<file path="config.mk">
export PLATFORM = sky130hd
export DESIGN_NAME = l2_req_arbiter
export DESIGN_NICKNAME = d
export VERILOG_FILES = /design/src/rtl/l2arb_pkg.sv /design/src/rtl/l2arb_pick_first.sv /design/src/rtl/l2arb_miss_table.sv /design/src/rtl/l2arb_prio_select.sv /design/src/rtl/l2_req_arbiter.sv
export SDC_FILE = /design/constraint.sdc
export NUM_CORES = 1
export LEC_CHECK = 0
export BUFFER_PORTS_ARGS = -buffer_cell sky130_fd_sc_hd__buf_2
export CORE_UTILIZATION = 50
export DETAILED_ROUTE_END_ITERATION = 6
export GPL_TIMING_DRIVEN = 1
export PLACE_DENSITY = 0.65
export SLEW_MARGIN = 20
export SYNTH_ARGS = -nofsm -noshare
export SYNTH_HDL_FRONTEND = slang
export SYNTH_HIERARCHICAL = 1
export SYNTH_SLANG_ARGS = --single-unit
</file>
<file path="constraint.sdc">
create_clock -name clk -period 7.85 [get_ports clk]
set_input_delay 1.1775 -clock clk [delete_from_list [all_inputs] [get_ports clk]]
set_output_delay 1.1775 -clock clk [all_outputs]
set_load 0.03 [all_outputs]
</file>
<file path="src/rtl/l2arb_pkg.sv">
package l2arb_pkg;

    parameter int ADDR_W     = 32;
    parameter int DEPTH      = 8;
    parameter int LINE_OFS_W = 5;
    localparam int TAG_W     = $clog2(DEPTH);
    localparam int LINE_W    = ADDR_W - LINE_OFS_W;

    typedef logic [ADDR_W-1:0] addr_t;
    typedef logic [TAG_W-1:0]  tag_t;
    typedef logic [LINE_W-1:0] line_t;

    typedef enum logic [1:0] {
        SRC_NONE  = 2'd0,
        SRC_SNOOP = 2'd1,
        SRC_DATA  = 2'd2,
        SRC_INSN  = 2'd3
    } src_e;

    typedef enum logic {
        KIND_LOAD  = 1'b0,
        KIND_STORE = 1'b1
    } kind_e;

    typedef struct packed {
        logic  valid;
        logic  issued;
        kind_e kind;
        addr_t addr;
    } entry_t;

    typedef struct packed {
        logic  valid;
        src_e  src;
        addr_t addr;
        kind_e kind;
        tag_t  tag;
    } grant_t;

    function automatic line_t line_of(input addr_t a);
        return a[ADDR_W-1:LINE_OFS_W];
    endfunction

endpackage

</file>
<file path="src/rtl/l2arb_pick_first.sv">
module l2arb_pick_first #(
    parameter int N = 8,
    localparam int W = (N > 1) ? $clog2(N) : 1
) (
    input  logic [N-1:0] req,
    output logic         found,
    output logic [W-1:0] idx
);
    always_comb begin
        found = 1'b0;
        idx   = '0;
        for (int i = N - 1; i >= 0; i--) begin
            if (req[i]) begin
                found = 1'b1;
                idx   = W'(i);
            end
        end
    end
endmodule

</file>
<file path="src/rtl/l2arb_miss_table.sv">
module l2arb_miss_table
    import l2arb_pkg::*;
(
    input  logic   clk,
    input  logic   rst,
    input  logic   dc_valid,
    input  addr_t  dc_addr,
    input  kind_e  dc_kind,
    output logic   dc_ready,
    output tag_t   dc_tag,
    input  logic   issue_en,
    input  logic   cpl_valid,
    input  tag_t   cpl_tag,
    output logic   pend_found,
    output tag_t   pend_idx,
    output entry_t pend_entry
);
    entry_t ent_q [DEPTH];

    logic [DEPTH-1:0] valid_vec;
    logic [DEPTH-1:0] free_vec;
    logic [DEPTH-1:0] pend_vec;
    logic [DEPTH-1:0] retire_vec;
    logic [DEPTH-1:0] match_vec;

    logic hit, free_found, alloc;
    tag_t hit_idx, free_idx;

    always_comb begin
        for (int i = 0; i < DEPTH; i++) begin
            valid_vec[i]  = ent_q[i].valid;
            free_vec[i]   = !ent_q[i].valid;
            pend_vec[i]   = ent_q[i].valid && !ent_q[i].issued;
            retire_vec[i] = cpl_valid && (cpl_tag == tag_t'(i));
            match_vec[i]  = ent_q[i].valid && !retire_vec[i]
                            && (line_of(ent_q[i].addr) == line_of(dc_addr));
        end
    end

    l2arb_pick_first #(.N(DEPTH)) i_pick_hit (
        .req(match_vec), .found(hit), .idx(hit_idx)
    );
    l2arb_pick_first #(.N(DEPTH)) i_pick_free (
        .req(free_vec), .found(free_found), .idx(free_idx)
    );
    l2arb_pick_first #(.N(DEPTH)) i_pick_pend (
        .req(pend_vec), .found(pend_found), .idx(pend_idx)
    );

    assign pend_entry = ent_q[pend_idx];
    assign dc_ready   = hit || free_found;
    assign dc_tag     = hit ? hit_idx : free_idx;
    assign alloc      = dc_valid && !hit && free_found;

    always_ff @(posedge clk) begin
        if (rst) begin
            for (int i = 0; i < DEPTH; i++) begin
                ent_q[i] <= '0;
            end
        end else begin
            for (int i = 0; i < DEPTH; i++) begin
                if (retire_vec[i]) begin
                    ent_q[i].valid  <= 1'b0;
                    ent_q[i].issued <= 1'b0;
                end else if (alloc && free_idx == tag_t'(i)) begin
                    ent_q[i].valid  <= 1'b1;
                    ent_q[i].issued <= 1'b0;
                    ent_q[i].kind   <= dc_kind;
                    ent_q[i].addr   <= dc_addr;
                end else if (issue_en && pend_idx == tag_t'(i)) begin
                    ent_q[i].issued <= 1'b1;
                end
            end
        end
    end

    AST_FULL_STALL: assert property (@(posedge clk) disable iff (rst)
        ($countones(valid_vec) == DEPTH && !hit) |-> !dc_ready);

    AST_MERGE_NO_ALLOC: assert property (@(posedge clk) disable iff (rst)
        (dc_valid && hit) |=> ($countones(valid_vec) <= $past($countones(valid_vec))));

    AST_RETIRE_FREES: assert property (@(posedge clk) disable iff (rst)
        (cpl_valid && ent_q[cpl_tag].valid) |=> !ent_q[$past(cpl_tag)].valid);

    AST_ISSUE_ONCE: assert property (@(posedge clk) disable iff (rst)
        issue_en |-> (ent_q[pend_idx].valid && !ent_q[pend_idx].issued));

endmodule

</file>
<file path="src/rtl/l2arb_prio_select.sv">
module l2arb_prio_select
    import l2arb_pkg::*;
(
    input  logic   clk,
    input  logic   rst,
    input  logic   snp_valid,
    input  addr_t  snp_addr,
    input  logic   pend_found,
    input  tag_t   pend_idx,
    input  entry_t pend_entry,
    input  logic   ic_valid,
    input  addr_t  ic_addr,
    output logic   ic_ready,
    output logic   issue_en,
    output grant_t sel
);
    logic take_snp, take_data, take_insn;

    assign take_snp  = snp_valid;
    assign take_data = !snp_valid && pend_found;
    assign take_insn = !snp_valid && !pend_found && ic_valid;

    assign ic_ready = take_insn;
    assign issue_en = take_data;

    always_comb begin
        sel = '0;
        if (take_snp) begin
            sel.valid = 1'b1;
            sel.src   = SRC_SNOOP;
            sel.addr  = snp_addr;
        end else if (take_data) begin
            sel.valid = 1'b1;
            sel.src   = SRC_DATA;
            sel.addr  = pend_entry.addr;
            sel.kind  = pend_entry.kind;
            sel.tag   = pend_idx;
        end else if (take_insn) begin
            sel.valid = 1'b1;
            sel.src   = SRC_INSN;
            sel.addr  = ic_addr;
        end
    end

    AST_ONE_GRANT: assert property (@(posedge clk) disable iff (rst)
        $onehot0({take_snp, take_data, take_insn}));

endmodule

</file>
<file path="src/rtl/l2_req_arbiter.sv">
module l2_req_arbiter
    import l2arb_pkg::*;
(
    input  logic              clk,
    input  logic              rst,
    input  logic              snp_valid,
    input  logic [ADDR_W-1:0] snp_addr,
    input  logic              dc_valid,
    input  logic [ADDR_W-1:0] dc_addr,
    input  logic              dc_store,
    output logic              dc_ready,
    output logic [TAG_W-1:0]  dc_tag,
    input  logic              ic_valid,
    input  logic [ADDR_W-1:0] ic_addr,
    output logic              ic_ready,
    input  logic              cpl_valid,
    input  logic [TAG_W-1:0]  cpl_tag,
    output logic              gnt_valid,
    output logic [1:0]        gnt_src,
    output logic [ADDR_W-1:0] gnt_addr,
    output logic              gnt_store,
    output logic [TAG_W-1:0]  gnt_tag
);
    logic   pend_found, issue_en;
    tag_t   pend_idx;
    entry_t pend_entry;
    grant_t sel, gnt_q;

    l2arb_miss_table i_table (
        .clk       (clk),
        .rst       (rst),
        .dc_valid  (dc_valid),
        .dc_addr   (dc_addr),
        .dc_kind   (kind_e'(dc_store)),
        .dc_ready  (dc_ready),
        .dc_tag    (dc_tag),
        .issue_en  (issue_en),
        .cpl_valid (cpl_valid),
        .cpl_tag   (cpl_tag),
        .pend_found(pend_found),
        .pend_idx  (pend_idx),
        .pend_entry(pend_entry)
    );

    l2arb_prio_select i_prio (
        .clk       (clk),
        .rst       (rst),
        .snp_valid (snp_valid),
        .snp_addr  (snp_addr),
        .pend_found(pend_found),
        .pend_idx  (pend_idx),
        .pend_entry(pend_entry),
        .ic_valid  (ic_valid),
        .ic_addr   (ic_addr),
        .ic_ready  (ic_ready),
        .issue_en  (issue_en),
        .sel       (sel)
    );

    always_ff @(posedge clk) begin
        if (rst) gnt_q <= '0;
        else     gnt_q <= sel;
    end

    assign gnt_valid = gnt_q.valid;
    assign gnt_src   = gnt_q.src;
    assign gnt_addr  = gnt_q.addr;
    assign gnt_store = gnt_q.kind;
    assign gnt_tag   = gnt_q.tag;

    AST_SNOOP_FIRST: assert property (@(posedge clk) disable iff (rst)
        snp_valid |=> (gnt_valid && gnt_src == SRC_SNOOP && gnt_addr == $past(snp_addr)));

    AST_INSN_GRANT: assert property (@(posedge clk) disable iff (rst)
        ic_ready |=> (gnt_src == SRC_INSN && gnt_addr == $past(ic_addr)));

    AST_IDLE_SRC: assert property (@(posedge clk) disable iff (rst)
        !gnt_valid |-> gnt_src == SRC_NONE);

endmodule

</file>
==> impl_metrics.ini <==
[setup_path]
crit_fanout = 9
worstSetupStartpoint = dc_addr[19]
worst_setup_path_start_kind = input port
setup.worst_path.class = in2out
crit_end = dc_tag[0]
cp.arrival_ps = 4160
required_ps = 6670
rr_worst_depth = 10
reg2reg_from = i_table/ent_q[5][19]
r2r_end = i_table/ent_q[0][15]
r2r_setup_slack_ps = 3520
worstSetupEndpointType = primary output

[logic_synthesis]
synth_area_um2 = 17100
synth_nets = 1506
yosys_warnings = 6
syn-instance-count = 1400
syn_area_per_cell_um2 = 12.2

[floorplan]
coreArea_um2 = 33600
dieArea_um2 = 35000
initial_core_util_pct = 50.9
dieWidth_um = 187
row_count = 67
ioPinCount = 150
die_h_um = 187

[place]
hpwl_um = 35700
place_congestion = 1.03
place_inst = 1922
port_buffers = 149

[hold_path]
whs_path_depth = 4
hold_class = reg2reg

[drt]
avgRoutedWirePerCell_um = 26.6
wl_um = 53000
antenna_left = 0
vias = 11800
drt_iter0_drc = 1251
drc = 0
routed_via_density = 5.94
dr.pass1.iters = 5

[clock_network]
holdBufCountCts = 0
cts_resized = 0
cts_max_level = 2
insertion_delay_ps = 530
cts_sinks = 319
cts_setup_buffers = 0
root_buffer = clkbuf_16
clk_path_buf_depth = 3
path_clk_slew_ps = 60
numCtsBuffers = 36
cts_tree = yes

[global_route]
grt_overflow = 0
grt_pass1_wl_um = 77700
grt.total_usage_pct = 30.5
antenna_found_initial = 1
grt_pass1_vias = 11800
grt_max_degree = 70

[power_and_ir_drop]
power_w = 0.00446
leakage_nw = 7.01
p_per_area_nw_per_um2 = 234
irDropWorstVdd_mv = 0.147

[final_layout]
seqCellArea_um2 = 9190
areaGrowthSynthToFinish_pct = 11.6
utilization_pct = 56.8
drive_gt1_share_pct = 24.2
n_fill_cell = 2886
finalNonFillerCells = 1988
fin_nets = 1618
multi_input_area_um2 = 7190

[sta]
fmax_mhz = 187
period_needed_ps = 5340
worst_pin_slew_ps = 1180
hold_violations = 0
skew_ps = 27.1
setup_viol = 0
drv_slew = 0
rsz0062_at_grt = no
slew_headroom_pct = 21.3
setup_tns_ps = 0
fin_hold_ws_ps = 918
finalCritPeriodShare_pct = 68.0

[flow_run]
maxCapViolations = 0

[run_status]
status = complete, no violations
==> worst max-delay path, stage by stage <==
cell	delay [ps]
buf_2	190
xnor2_1	390
nand4_1	220
or4_1	580
nor4_2	370
a21oi_1	80
o41ai_1	600
mux2_2	330
buf_2	210
==> routing by layer <==
layer | global-route usage [%] | up-vias | part of all wire [%]
met5 | 0 | - | 0.021
met4 | 13.7 | 2 | 4.7
met3 | 8.11 | 131 | 10
met2 | 47.2 | 655 | 45
met1 | 40.4 | 5832 | 40
li1 | - | 5182 | -
==> final cells by class <==
| cell class | instances | share of cell area (%) |
|---|---|---|
| Antenna cell | 1 | 0.0131 |
| Clock buffer | 49 | 5.14 |
| Clock inverter | 16 | 0.537 |
| Inverter | 46 | 0.904 |
| Multi-Input combinational cell | 940 | 37.6 |
| Sequential cell | 319 | 48.1 |
| Tap cell | 448 | 2.94 |
| Timing Repair Buffer | 169 | 4.69 |
==> registers in the layout, indices dropped and copies added, names as in the netlist <==
| name | flops |
|---|---|
| gnt_valid | 1 |
| gnt_tag | 3 |
| gnt_src | 2 |
| gnt_addr | 32 |
| gnt_store | 1 |
| i_table/ent_q | 280 |
==> where the power goes <==
group	switching, W	total, W	internal [W]	leakage [nW]
combinational	0.000534	0.000870	0.000336	3.26
clock	0.000660	0.00157	0.000908	0.523
sequential	0.0000579	0.00202	0.00196	3.23
==> worst min path at each step <==
| stage | endpoint | slack (ps) | from |
|---|---|---|---|
| 4_1_cts | gnt_store | 920 | i_table/ent_q[4][32] |
| 3_5_place_dp | gnt_store | 900 | i_table/ent_q[4][32] |
| 3_3_place_gp | gnt_store | 880 | i_table/ent_q[6][32] |
| 2_1_floorplan | gnt_tag[0] | 840 | i_table/ent_q[5][33] |
| 6_report | gnt_store | 920 | i_table/ent_q[2][32] |
| 5_1_grt | gnt_addr[2] | 970 | rst |
==> per-stage QoR <==
step	instance area, um2	setup slack, ps
2_1_floorplan	17100	2000
3_3_place_gp	18000	2440
3_5_place_dp	18000	2400
4_1_cts	19100	2610
5_1_grt	19100	2390
6_report	19100	2510
==> placed cells by master, fill, tap and decap left out, types with 10 or more instances in the layout <==
cell type  count
nand2_1       53
buf_4         20
nor2_1       206
xor2_1        83
nor2_2        17
edfxtp_1     280
xnor2_1      133
dfxtp_1       39
clkinv_1      10
buf_2        149
nor2_4        12
clkbuf_1      11
a21oi_1       67
mux2_2        36
nand4_1       39
nor2b_1       73
inv_1         45
nand3b_1      34
nand2b_1      13
nor4_1        25
clkbuf_16     37
mux4_2        66
No activity file was read; power rests on OpenSTA's default activity.
